File: src/rtl/rx_filt_pkg.sv
package rx_filt_pkg;
  typedef enum logic [1:0] {
    FC_OFF  = 2'b00,
    FC_SET2 = 2'b01,
    FC_SET1 = 2'b10,
    FC_OFF3 = 2'b11
  } fc_mode_e;

  typedef struct packed {
    logic xon;
    logic xoff;
    logic spec;
  } evt_t;

  localparam int unsigned NUM_IRQ = 3;
endpackage

File: src/rtl/rx_char_match.sv
module rx_char_match
  import rx_filt_pkg::*;
#(
  parameter int unsigned DW = 8
) (
  input  logic          valid_i,
  input  logic [DW-1:0] data_i,
  input  logic [DW-1:0] xon1_i,
  input  logic [DW-1:0] xoff1_i,
  input  logic [DW-1:0] xon2_i,
  input  logic [DW-1:0] xoff2_i,
  input  logic          spec_en_i,
  input  fc_mode_e      mode_i,
  output logic          active_o,
  output logic          wr_o,
  output evt_t          evt_o
);
  logic [DW-1:0] act_xon, act_xoff;
  logic          hit_xoff, hit_xon;

  always_comb begin
    active_o = (mode_i == FC_SET1) || (mode_i == FC_SET2);
    act_xon  = (mode_i == FC_SET1) ? xon1_i  : xon2_i;
    act_xoff = (mode_i == FC_SET1) ? xoff1_i : xoff2_i;
    hit_xoff = valid_i && active_o && (data_i == act_xoff);
    // xoff takes precedence if both compare values are equal
    hit_xon  = valid_i && active_o && (data_i == act_xon) && !hit_xoff;
    evt_o.xoff = hit_xoff;
    evt_o.xon  = hit_xon;
    evt_o.spec = valid_i && spec_en_i && (data_i == xoff2_i);
    wr_o       = valid_i && !hit_xoff && !hit_xon;
  end
endmodule

File: src/rtl/rx_irq_flags.sv
module rx_irq_flags #(
  parameter int unsigned N = 3
) (
  input  logic         clk_i,
  input  logic         rst_ni,
  input  logic [N-1:0] set_i,
  input  logic         clr_i,
  output logic [N-1:0] flag_o
);
  for (genvar g = 0; g < N; g++) begin : g_flag
    always_ff @(posedge clk_i or negedge rst_ni) begin
      if (!rst_ni)       flag_o[g] <= 1'b0;
      else if (set_i[g]) flag_o[g] <= 1'b1;
      else if (clr_i)    flag_o[g] <= 1'b0;
    end
  end
endmodule

File: src/rtl/rx_flow_state.sv
module rx_flow_state (
  input  logic clk_i,
  input  logic rst_ni,
  input  logic active_i,
  input  logic xoff_i,
  input  logic xon_i,
  output logic halt_o
);
  always_ff @(posedge clk_i or negedge rst_ni) begin
    if (!rst_ni)        halt_o <= 1'b0;
    else if (!active_i) halt_o <= 1'b0;
    else if (xoff_i)    halt_o <= 1'b1;
    else if (xon_i)     halt_o <= 1'b0;
  end
endmodule

File: src/rtl/rx_char_filter.sv
module rx_char_filter
  import rx_filt_pkg::*;
#(
  parameter int unsigned DW = 8
) (
  input  logic          clk_i,
  input  logic          rst_ni,
  input  logic          rx_valid_i,
  input  logic [DW-1:0] rx_data_i,
  input  logic [DW-1:0] xon1_i,
  input  logic [DW-1:0] xoff1_i,
  input  logic [DW-1:0] xon2_i,
  input  logic [DW-1:0] xoff2_i,
  input  logic          spec_en_i,
  input  logic [1:0]    fc_mode_i,
  input  logic          irq_clr_i,
  output logic          fifo_wr_o,
  output logic [DW-1:0] fifo_data_o,
  output logic          irq_spec_o,
  output logic          irq_xoff_o,
  output logic          irq_xon_o,
  output logic          tx_halt_o
);
  evt_t               evt;
  logic               active;
  logic [NUM_IRQ-1:0] flags;

  rx_char_match #(.DW(DW)) i_match (
    .valid_i  (rx_valid_i),
    .data_i   (rx_data_i),
    .xon1_i   (xon1_i),
    .xoff1_i  (xoff1_i),
    .xon2_i   (xon2_i),
    .xoff2_i  (xoff2_i),
    .spec_en_i(spec_en_i),
    .mode_i   (fc_mode_e'(fc_mode_i)),
    .active_o (active),
    .wr_o     (fifo_wr_o),
    .evt_o    (evt)
  );

  assign fifo_data_o = rx_data_i;

  rx_irq_flags #(.N(NUM_IRQ)) i_flags (
    .clk_i (clk_i),
    .rst_ni(rst_ni),
    .set_i (evt),
    .clr_i (irq_clr_i),
    .flag_o(flags)
  );

  assign irq_spec_o = flags[0];
  assign irq_xoff_o = flags[1];
  assign irq_xon_o  = flags[2];

  rx_flow_state i_flow (
    .clk_i   (clk_i),
    .rst_ni  (rst_ni),
    .active_i(active),
    .xoff_i  (evt.xoff),
    .xon_i   (evt.xon),
    .halt_o  (tx_halt_o)
  );

  p_wr_needs_strobe_r2: assert property (@(posedge clk_i) disable iff (!rst_ni)
    fifo_wr_o |-> rx_valid_i);

  p_spec_stored_r4: assert property (@(posedge clk_i) disable iff (!rst_ni)
    (rx_valid_i && spec_en_i && rx_data_i == xoff2_i && fc_mode_i == 2'b00)
    |-> fifo_wr_o);

  p_spec_flag_r4: assert property (@(posedge clk_i) disable iff (!rst_ni)
    (rx_valid_i && spec_en_i && rx_data_i == xoff2_i) |=> irq_spec_o);

  p_xoff2_swallow_r5: assert property (@(posedge clk_i) disable iff (!rst_ni)
    (rx_valid_i && fc_mode_i == 2'b01 && rx_data_i == xoff2_i) |-> !fifo_wr_o);

  p_xoff2_irq_r5: assert property (@(posedge clk_i) disable iff (!rst_ni)
    (rx_valid_i && spec_en_i && fc_mode_i == 2'b01 && rx_data_i == xoff2_i)
    |=> (irq_xoff_o && irq_spec_o));

  p_halt_on_xoff_r6: assert property (@(posedge clk_i) disable iff (!rst_ni)
    (rx_valid_i && fc_mode_i == 2'b10 && rx_data_i == xoff1_i) |=> tx_halt_o);

  p_off_no_halt_r8: assert property (@(posedge clk_i) disable iff (!rst_ni)
    (fc_mode_i == 2'b00 || fc_mode_i == 2'b11) |=> !tx_halt_o);

  p_flag_sticky_r9: assert property (@(posedge clk_i) disable iff (!rst_ni)
    (irq_spec_o && !irq_clr_i) |=> irq_spec_o);
endmodule

File: config.mk
export PLATFORM = sky130hd
export DESIGN_NAME = rx_char_filter
export DESIGN_NICKNAME = d
export VERILOG_FILES = /design/src/rtl/rx_filt_pkg.sv /design/src/rtl/rx_char_match.sv /design/src/rtl/rx_irq_flags.sv /design/src/rtl/rx_flow_state.sv /design/src/rtl/rx_char_filter.sv
export SDC_FILE = /design/constraint.sdc
export NUM_CORES = 1
export LEC_CHECK = 0
export BUFFER_PORTS_ARGS = -buffer_cell sky130_fd_sc_hd__buf_4
export CAP_MARGIN = 5
export CORE_MARGIN = 3
export CORE_UTILIZATION = 38
export DETAILED_ROUTE_END_ITERATION = 6
export PLACE_DENSITY = 0.86
export SLEW_MARGIN = 25
export SYNTH_ARGS = -nofsm -noshare
export SYNTH_HDL_FRONTEND = slang
export SYNTH_HIERARCHICAL = 1
export SYNTH_SLANG_ARGS = --single-unit
File: constraint.sdc
create_clock -name clk_i -period 3.2 [get_ports clk_i]
set_input_delay 0.64 -clock clk_i [delete_from_list [all_inputs] [get_ports clk_i]]
set_output_delay 0.64 -clock clk_i [all_outputs]
set_load 0.1 [all_outputs]
==> results.py, run 1 <==
metrics = {
    "synth": {
        "synthCells": 79,
        "synth_nets": 128,
        "syn_avg_cell_area_um2": 9.123,
        "ys_seq_elements": 4,
        "synth_cell_type_count": 20,
        "netlist_area_um2": 720.7,
        "ys_seq_area_frac": 0.1389,
        "synth_warnings": 6,
    },
    "die": {
        "core.rowCount": 15,
        "io_pins": 60,
        "die_w_um": 49.55,
        "die_area_um2": 2455,
        "initial_utilization": 0.4085,
        "die_y_um": 49.55,
        "core_um2": 1764,
    },
    "flow_run": {
        "cap_violations": 0,
    },
    "grt": {
        "grt_start_max_net_pins": 9,
        "grt_pass1_wl_mm": 3.325,
        "grt_overflow": 0,
        "antenna_found_initial": 0,
        "track_usage": 0.1718,
        "grt_pass1_vias": 815,
    },
    "drt": {
        "drtIter0Drc": 3,
        "vias_per_cell": 4.694,
        "ant_nets": 0,
        "wl_mm": 2.016,
        "drc": 0,
        "vias": 737,
        "wire_per_inst_um": 12.84,
        "drt-pass1-iter-count": 4,
    },
    "worst_setup_path": {
        "critPathLaunchType": "input port",
        "critPathBufInv": 4,
        "path_class": "input port to output pin",
        "cp_cell_sequence": "buf_4 -> inv_1 -> ha_1 -> buf_12 -> mux2i_1 -> xor2_1 -> nand4_1 -> nor4_2 -> and3b_1 -> buf_4",
        "critPathSlowestCell": "nor4_2",
        "slowest_delay_ns": 0.31,
        "worstPathRequired_ns": 2.56,
        "cpMostUsedCell": "buf_4",
        "crit_fanout": 8,
        "crit_family": "simple AND/OR/NAND/NOR gates",
        "arrival_ns": 2.44,
        "end_kind": "output pin",
    },
    "place": {
        "place_area_um2": 1139,
        "gp_congestion": 0.7680,
        "port_buffers": 59,
    },
    "power": {
        "p_per_area_nw_per_um2": 246.9,
        "leakage_nw": 0.6024,
        "peakVddDrop_v": 0.0001660,
    },
    "worst_hold_path": {
        "hold_class": "input port to asynchronous set/reset pin",
    },
    "sta": {
        "relSlewSlack": 0.7892,
        "fmax_mhz": 325.0,
        "worstMarginPinSlew_ns": 0.3132,
        "slew_violations": 0,
        "tns_ns": 0,
        "layout_min_cycle_time_ns": 3.077,
        "hold_violations": 0,
        "skew_ns": 0,
        "setup_violations": 0,
        "rsz0062_at_grt": "false",
        "finalCritPeriodShare": 0.9616,
    },
    "final_layout": {
        "final_area_um2": 1164,
        "nets": 183,
        "final_cell_mix": "61 x buf_4, 16 x mux2i_1, 14 x xor2_1",
        "final_common_cell": "buf_4",
        "syn2layout_area_growth_pct": 61.46,
        "num_antenna_cells": 0,
        "drive_gt1_frac": 0.5152,
    },
    "clocking": {
        "path_clk_slew_ns": 0.04,
        "cts_tree": "done",
        "clock_path_buffers": 2,
        "clock_latency_ns": 0.23,
        "clock-sinks": 4,
        "postCtsHoldBufs": 0,
        "htreeDepth": 1,
        "cts_buffers": 3,
        "root_buffer": "clkbuf_4",
    },
    "run_status": {
        "status": "completed",
    },
}
-- logic make-up after synthesis --
kind of cell,Yosys count,share of synthesized area
compound gates,4,0.04167
xor+xnor,24,0.2917
mux,16,0.2222
flops,4,0.1389
fa+ha+maj,2,0.03472
buf+inv,15,0.1423
simple gates,14,0.1285
-- cell type report --
cell class	instances	area, um2
multi-input cells	60	520.5
inverters	3	11.26
repair buffers	62	478.0
flip-flops and latches	4	100.1
fillers	167	600.6
well taps	25	31.28
clock buffers	3	22.52
-- cells in the mapped netlist --
cell	instances	area share
nor2b_4	1	0.019
inv_1	3	0.016
nor4_2	1	0.017
mux2i_1	16	0.22
nor4_1	3	0.026
nor2_1	2	0.010
xnor2_1	10	0.12
buf_2	1	0.0069
a21o_1	3	0.031
buf_6	1	0.016
o21a_1	1	0.010
nor3_1	1	0.0069
nand2_1	1	0.0052
nand3_1	2	0.014
xor2_1	14	0.17
and3b_1	1	0.012
buf_4	10	0.10
ha_1	2	0.035
nand4_1	2	0.017
dfrtp_1	4	0.14
-- final timing paths --
| kind | start | endpoint | slack (ns) | cells after the start |
|---|---|---|---|---|
| min in group clk_i | i_flags/flag_o[0] | i_flags/flag_o[0] | 0.48 | 1 |
| max in group asynchronous | rst_ni | i_flags/flag_o[0] | 2.91 | 1 |
| setup / recovery | fc_mode_i[0] | fifo_wr_o | 0.12 | 10 |
| hold / removal | rst_ni | i_flags/flag_o[2] | 0.19 | 1 |
| hold reg to reg | i_flags/flag_o[0] | i_flags/flag_o[0] | 0.48 | 1 |
| setup reg to reg | i_flow/halt_o | i_flow/halt_o | 2.43 | 2 |
-- per-stage QoR --
stage / utilization / hold WS (ns) / setup WS, ns / power [mW] / instances
global placement: 0.6454 / 0.4355 / 0.1212 / 0.2232 / 154
detailed placement: 0.6454 / 0.4383 / 0.08612 / 0.2256 / 154
CTS: 0.6582 / 0.1858 / 0.08730 / 0.2920 / 157
global route: 0.6596 / 0.1727 / 0.005952 / 0.3086 / 157
finish: 0.6596 / 0.1914 / 0.1229 / 0.2872 / 157
floorplan: - / 0.3444 / 0.2218 / 0.1595 / 79
-- flip-flops by register name, indices dropped and copies added, names as in the netlist --
register / cells
i_flow/halt_o: 1
i_flags/flag_o: 3
-- power by group --
part | internal, mW | switching, mW | leakage, nW | total, mW
clock network | 0.0420 | 0.0213 | 0.0138 | 0.0633
logic | 0.0780 | 0.0947 | 0.533 | 0.173
registers | 0.0511 | 0.000102 | 0.0559 | 0.0512
total | 0.171 | 0.116 | 0.602 | 0.287
-- what timing repair did --
action | in CTS | in global routing
gates resized for setup | 0 | 1
setup buffers | 0 | 0
endpoints found under the hold margin | 0 | 0
endpoints found under the setup margin | 0 | 1
-- routing by layer --
layer / global-route usage / wire length (um)
met1: 0.1835 / 714
met2: 0.3150 / 1045
met3: 0.08157 / 256
met4: 0.01382 / 0
met5: 0 / 0
No activity file was read; power rests on OpenSTA's default activity.
==> inputs of run 2 (changes only) <==
- ABC_AREA: unset -> 1
- CORE_UTILIZATION: 38 -> 44
- PLACE_DENSITY: 0.86 -> 0.88
- SLEW_MARGIN: 25 -> unset
==> run 2 against run 1 <==
Die area increased by 20%. First-iteration DRC count grew to 25 times the previous value. Utilization up 2.7 points. Highest routed layer is now met4.
==> results.py, run 2 <==
metrics = {
    "synth": {
        "synthCells": 205,
        "synth_warnings": 6,
        "synth.most_common_cell": "nand2_1",
        "synth_common_cells": "97 x nand2_1, 23 x nand3_1, 22 x inv_1",
        "synth_edf_count": 0,
        "synth_nets": 254,
        "ys.flop_type": "dfrtp_1",
        "synth_cell_type_count": 22,
        "async_reset_ff_frac": 1.000,
        "yosysTopAreaCell": "nand2_1",
        "ys_seq_elements": 4,
        "synthTopCellsByArea": "nand2_1 36%, nand3_1 11%, dfrtp_1 9.8%, inv_1 8.1%, buf_4 7.3%",
        "ys_seq_area_frac": 0.09768,
        "synth_top_area_share": 0.3553,
        "netlist_area_um2": 1025,
        "syn_avg_cell_area_um2": 4.999,
    },
    "power": {
        "peakVddDrop_v": 0.0001572,
        "leakage_nw": 0.8764,
        "p_per_area_nw_per_um2": 231.7,
    },
    "sta": {
        "setup_violations": 0,
        "finalCritPeriodShare": 0.9193,
        "relSlewSlack": 0.7031,
        "rsz0062_at_grt": "false",
        "fmax_mhz": 339.9,
        "hold_violations": 0,
        "tns_ns": 0,
        "slew_violations": 0,
        "layout_min_cycle_time_ns": 2.942,
        "worstMarginPinSlew_ns": 0.4453,
        "skew_ns": 0,
    },
    "drt": {
        "drt-pass1-iter-count": 4,
        "drc": 0,
        "wl_mm": 3.004,
        "wire_per_inst_um": 10.65,
        "drtIter0Drc": 74,
        "vias_per_cell": 4.918,
        "vias": 1387,
        "ant_nets": 0,
    },
    "grt": {
        "track_usage": 0.2244,
        "use_met2": 0.3745,
        "grt_pass1_wl_mm": 4.947,
        "busiest_layer": "met2",
        "grt_overflow": 0,
        "met1_usage": 0.2831,
        "use_met3": 0.03815,
        "grt_start_max_net_pins": 12,
        "antenna_found_initial": 0,
        "grt_pass1_vias": 1259,
    },
    "die": {
        "die_area_um2": 2944,
        "initial_utilization": 0.4922,
        "die_y_um": 54.26,
        "core_um2": 2082,
        "io_pins": 60,
        "die_w_um": 54.26,
        "core.rowCount": 16,
    },
    "final_layout": {
        "nets": 306,
        "drive_gt1_frac": 0.2902,
        "largest_register_ffs": 3,
        "largest_register": "i_flags/flag_o",
        "reg.largest.list": "i_flags/flag_o: 3 flops, i_flow/halt_o: 1 flops",
        "syn2layout_area_growth_pct": 39.44,
        "final_core_util": 0.6863,
        "final_cell_mix": "97 x nand2_1, 59 x buf_4, 23 x nand3_1",
        "final_common_cell": "nand2_1",
        "num_antenna_cells": 0,
    },
    "clocking": {
        "cts_resized": 0,
        "postCtsSetupBuffers": 0,
        "clock-sinks": 4,
        "cts_tree": "done",
        "cts_buffers": 3,
        "htreeDepth": 1,
        "root_buffer": "clkbuf_4",
        "clock_latency_ns": 0.24,
        "postCtsHoldBufs": 0,
        "path_clk_slew_ns": 0.04,
        "clock_path_buffers": 2,
    },
    "worst_setup_path": {
        "arrival_ns": 2.30,
        "r2r-end": "i_flow/halt_o",
        "path_class": "input port to output pin",
        "end_kind": "output pin",
        "r2r_cells": 2,
        "critPathLaunchType": "input port",
        "worstPathRequired_ns": 2.56,
        "r2r_start": "i_flow/halt_o",
        "crit_fanout": 11,
        "r2r_setup_slack_ns": 2.58,
    },
    "flow_run": {
        "cap_violations": 0,
    },
    "place": {
        "port_buffers": 59,
        "gp_congestion": 0.9405,
        "dp_hpwl_mm": 2.612,
    },
    "worst_hold_path": {
        "hold_class": "input port to asynchronous set/reset pin",
    },
    "run_status": {
        "status": "completed",
    },
}
[run 2: cell count changes in the layout (fill, tap and decap cells not counted), moves of 6 or more]
cell / delta
nand3_1: +21
nand2_1: +96
nor2_1: +15
xnor2_1: -8
nand2_2: +6
xor2_1: -14
inv_1: +19
mux2i_1: -16
[run 2: area by class of cell]
class	count	area, um2
Fill cell	215	653.1
Inverter	25	98.84
Clock buffer	3	22.52
Timing Repair Buffer	59	442.9
Sequential cell	4	100.1
Tap cell	27	33.78
Multi-Input combinational cell	164	730.7
[run 2: routing by layer]
metal	vias to the layer above	share of wire
met5	-	0
met4	0	0.020
met3	9	0.12
met2	74	0.44
met1	573	0.42
li1	731	-
[run 2: worst max path at each step]
stage / slack (ns) / startpoint / to
2_1_floorplan: 0.33 / fc_mode_i[0] / fifo_wr_o
3_3_place_gp: 0.32 / fc_mode_i[0] / fifo_wr_o
3_5_place_dp: 0.26 / fc_mode_i[0] / fifo_wr_o
4_1_cts: 0.26 / fc_mode_i[0] / fifo_wr_o
5_1_grt: 0.04 / fc_mode_i[0] / fifo_wr_o
6_report: 0.26 / fc_mode_i[0] / fifo_wr_o
[run 2: metrics by stage]
| step | area [um2] | worst slack, ns | total power [mW] | hold slack, ns | cells |
|---|---|---|---|---|---|
| floorplan | 1027 | 0.3287 | 0.1937 | 0.3444 | 205 |
| global placement | 1406 | 0.3160 | 0.2617 | 0.4369 | 279 |
| global route | 1429 | 0.03999 | 0.3571 | 0.1717 | 282 |
| detailed placement | 1406 | 0.2634 | 0.2628 | 0.4369 | 279 |
| finish | 1429 | 0.2582 | 0.3310 | 0.1766 | 282 |
| CTS | 1429 | 0.2624 | 0.3297 | 0.1798 | 282 |
[run 2: critical path, stage by stage]
cell and delay [ns]:
buf_4 0.11, inv_1 0.08, ha_1 0.39, inv_2 0.16
nand2_1 0.11, nand3_1 0.12, nand2_1 0.09, nor2_1 0.04
nand2_1 0.05, nor2_1 0.03, nand2_1 0.05, nand2_1 0.06
nor2_2 0.08, buf_4 0.29
[run 2: cells by family after synthesis]
kind of cell    share of synthesized area
simple gates                       0.6020
xor+xnor                          0.01710
fa+ha+maj                         0.02442
flops                             0.09768
buf+inv                            0.1917
compound gates                    0.06716
[run 2: power by group]
group	switching (mW)	internal [mW]	total, mW
clock network	0.0259	0.0423	0.0682
registers	0.000160	0.0511	0.0513
logic	0.131	0.0808	0.211
==> inputs of run 3 (changes only) <==
- CORE_UTILIZATION: 44 -> 42
- PLACE_DENSITY: 0.88 -> 0.86
- SYNTH_HIERARCHICAL: 1 -> unset
==> run 3 against run 2 <==
Cell count shrank 6.7%. Sequential power barely moved. Sequential share of layout area is 0.50 points higher. Critical path depth unchanged.
==> results.py, run 3 <==
metrics = {
    "clocking": {
        "clock-sinks": 4,
        "postCtsHoldBufs": 0,
        "clock_latency_ns": 0.22,
        "cts_tree": "done",
        "htreeDepth": 1,
        "root_buffer": "clkbuf_4",
        "clock_path_buffers": 2,
        "cts_buffers": 3,
        "postCtsSetupBuffers": 0,
        "cts_resized": 0,
        "path_clk_slew_ns": 0.04,
    },
    "synth": {
        "synth.most_common_cell": "nand2_1",
        "synth_nets": 232,
        "yosysTopAreaCell": "nand2_1",
        "ys_seq_area_frac": 0.1070,
        "synth_edf_count": 0,
        "synth_common_cells": "91 x nand2_1, 27 x inv_1, 18 x nand3_1",
        "synth_warnings": 0,
        "netlist_area_um2": 935.9,
        "synth_top_area_share": 0.3650,
        "synth_cell_type_count": 20,
        "async_reset_ff_frac": 1.000,
        "synthCells": 184,
        "ys.flop_type": "dfrtp_1",
        "syn_avg_cell_area_um2": 5.086,
        "synthTopCellsByArea": "nand2_1 36%, inv_1 11%, dfrtp_1 11%, nand3_1 9.6%, buf_4 6.4%",
        "ys_seq_elements": 4,
    },
    "final_layout": {
        "largest_register": "i_flags.flag_o",
        "final_cell_mix": "91 x nand2_1, 60 x buf_4, 27 x inv_1",
        "num_antenna_cells": 0,
        "final_core_util": 0.6532,
        "largest_register_ffs": 3,
        "reg.largest.list": "i_flags.flag_o: 3 flops, i_flow.halt_o: 1 flops",
        "nets": 286,
        "final_common_cell": "nand2_1",
        "syn2layout_area_growth_pct": 42.51,
        "final_area_um2": 1334,
        "drive_gt1_frac": 0.2966,
        "finalNonFillerCells": 263,
    },
    "grt": {
        "antenna_found_initial": 0,
        "grt_pass1_wl_mm": 3.450,
        "grt_start_max_net_pins": 20,
        "grt_pass1_vias": 886,
        "track_usage": 0.1617,
        "grt_overflow": 0,
    },
    "place": {
        "place_inst": 260,
        "place_area_um2": 1311,
        "gp_congestion": 0.8620,
        "dp_hpwl_mm": 1.981,
        "port_buffers": 59,
    },
    "drt": {
        "drtIter0Drc": 24,
        "wl_met3_um": 202,
        "vias": 1157,
        "vias_per_cell": 4.399,
        "top_layer": "met3",
        "drc": 0,
        "wl_met1_mm": 1.016,
        "drt-pass1-iter-count": 4,
        "wire_per_inst_um": 8.757,
        "wl_met2_mm": 1.083,
        "wl_mm": 2.303,
        "ant_nets": 0,
    },
    "worst_setup_path": {
        "path_class": "input port to output pin",
        "critPathBufInv": 5,
        "cp_cell_sequence": "buf_4 -> inv_1 -> ha_1 -> buf_4 -> inv_8 -> nand2_1 -> nand2_1 -> nand2_1 -> nand2_1 -> nor2_1 -> nand2_1 -> o21ai_0 -> nor2_2 -> buf_4",
        "end_kind": "output pin",
        "slowest_delay_ns": 0.24,
        "crit_family": "buffers and inverters",
        "arrival_ns": 2.13,
        "cpMostUsedCell": "nand2_1",
        "critPathLaunchType": "input port",
        "worstPathRequired_ns": 2.56,
        "crit_fanout": 19,
        "critPathSlowestCell": "buf_4",
    },
    "power": {
        "power.switching_mw": 0.1302,
        "peakVddDrop_v": 0.0002181,
        "comb_power_share": 0.628,
        "pwr-share-seq": 0.173,
        "p_clk_frac": 0.198,
        "p_per_area_nw_per_um2": 222.1,
        "power.internal_mw": 0.1660,
        "switching_share": 0.4397,
        "leakage_nw": 0.8799,
    },
    "sta": {
        "tns_ns": 0,
        "setup_violations": 0,
        "layout_min_cycle_time_ns": 2.766,
        "finalCritPeriodShare": 0.8643,
        "worstMarginPinSlew_ns": 0.2802,
        "relSlewSlack": 0.8147,
        "rsz0062_at_grt": "false",
        "hold_violations": 0,
        "skew_ns": 0,
        "fmax_mhz": 361.6,
        "slew_violations": 0,
        "fin_hold_ws_ns": 0.1973,
    },
    "die": {
        "io_pins": 60,
        "die_y_um": 53.21,
        "die_area_um2": 2831,
        "die_w_um": 53.21,
        "core_um2": 2042,
        "initial_utilization": 0.4583,
        "core.rowCount": 16,
    },
    "worst_hold_path": {
        "hold_class": "input port to asynchronous set/reset pin",
    },
    "run_status": {
        "status": "completed",
    },
    "flow_run": {
        "cap_violations": 0,
    },
}
[run 3: cell count changes in the layout (fill, tap and decap cells not counted), moves of 5 or more]
cell | before | now
nand2_1 | 97 | 91
nor2_1 | 17 | 12
nand3_1 | 23 | 18
inv_1 | 22 | 27
[run 3: final cells by class]
| class | instances | area (um2) |
|---|---|---|
| flip-flops and latches | 4 | 100.1 |
| fillers | 216 | 708.2 |
| well taps | 27 | 33.78 |
| multi-input cells | 141 | 614.3 |
| repair buffers | 60 | 450.4 |
| inverters | 28 | 112.6 |
| clock buffers | 3 | 22.52 |
[run 3: worst paths after layout]
kind | slack, ns | cells past startpoint | to | start
max | 0.43 | 14 | fifo_wr_o | fc_mode_i[0]
min | 0.20 | 1 | i_flags.flag_o[2] | rst_ni
max reg2reg | 2.50 | 3 | i_flow.halt_o | i_flow.halt_o
min reg2reg | 0.47 | 2 | i_flags.flag_o[1] | i_flags.flag_o[1]
max in group asynchronous | 2.90 | 1 | i_flags.flag_o[0] | rst_ni
min in group clk_i | 0.47 | 2 | i_flags.flag_o[1] | i_flags.flag_o[1]
[run 3: per-layer routing]
metal	global-route usage	up-vias
li1	-	650
met1	0.2115	469
met2	0.2714	38
met3	0.01972	0
met4	0.05106	0
met5	0	-
[run 3: metrics by stage]
step	power (mW)	worst slack, ns
after floorplan	0.1799	0.2283
after global placement	0.2383	0.4455
after detailed placement	0.2389	0.4194
after CTS	0.3011	0.4169
after global routing	0.3199	0.2478
final	0.2962	0.4344
[run 3: worst reg2reg max path, cell delays in order (launching register included)]
cell and delay, ns:
dfrtp_1 0.37, nand2_1 0.06, o21bai_1 0.09, nand2_1 0.06
[run 3: kinds of logic (layout without fill, tap and decap cells)]
group	after synthesis	after routing	synth area share
buf+inv	39	91	0.2393
flops	4	4	0.1070
xor+xnor	3	3	0.02808
fa+ha+maj	1	1	0.01337
simple gates	129	129	0.5642
compound gates	8	8	0.04812
[run 3: power by group through the flow]
stage | Combinational [mW] | Sequential (mW) | Clock (mW)
after global routing | 0.206 | 0.0514 | 0.0629
final | 0.186 | 0.0514 | 0.0588
after global placement | 0.186 | 0.0519 | 0
after CTS | 0.188 | 0.0513 | 0.0622
after floorplan | 0.126 | 0.0542 | 0
after detailed placement | 0.187 | 0.0519 | 0
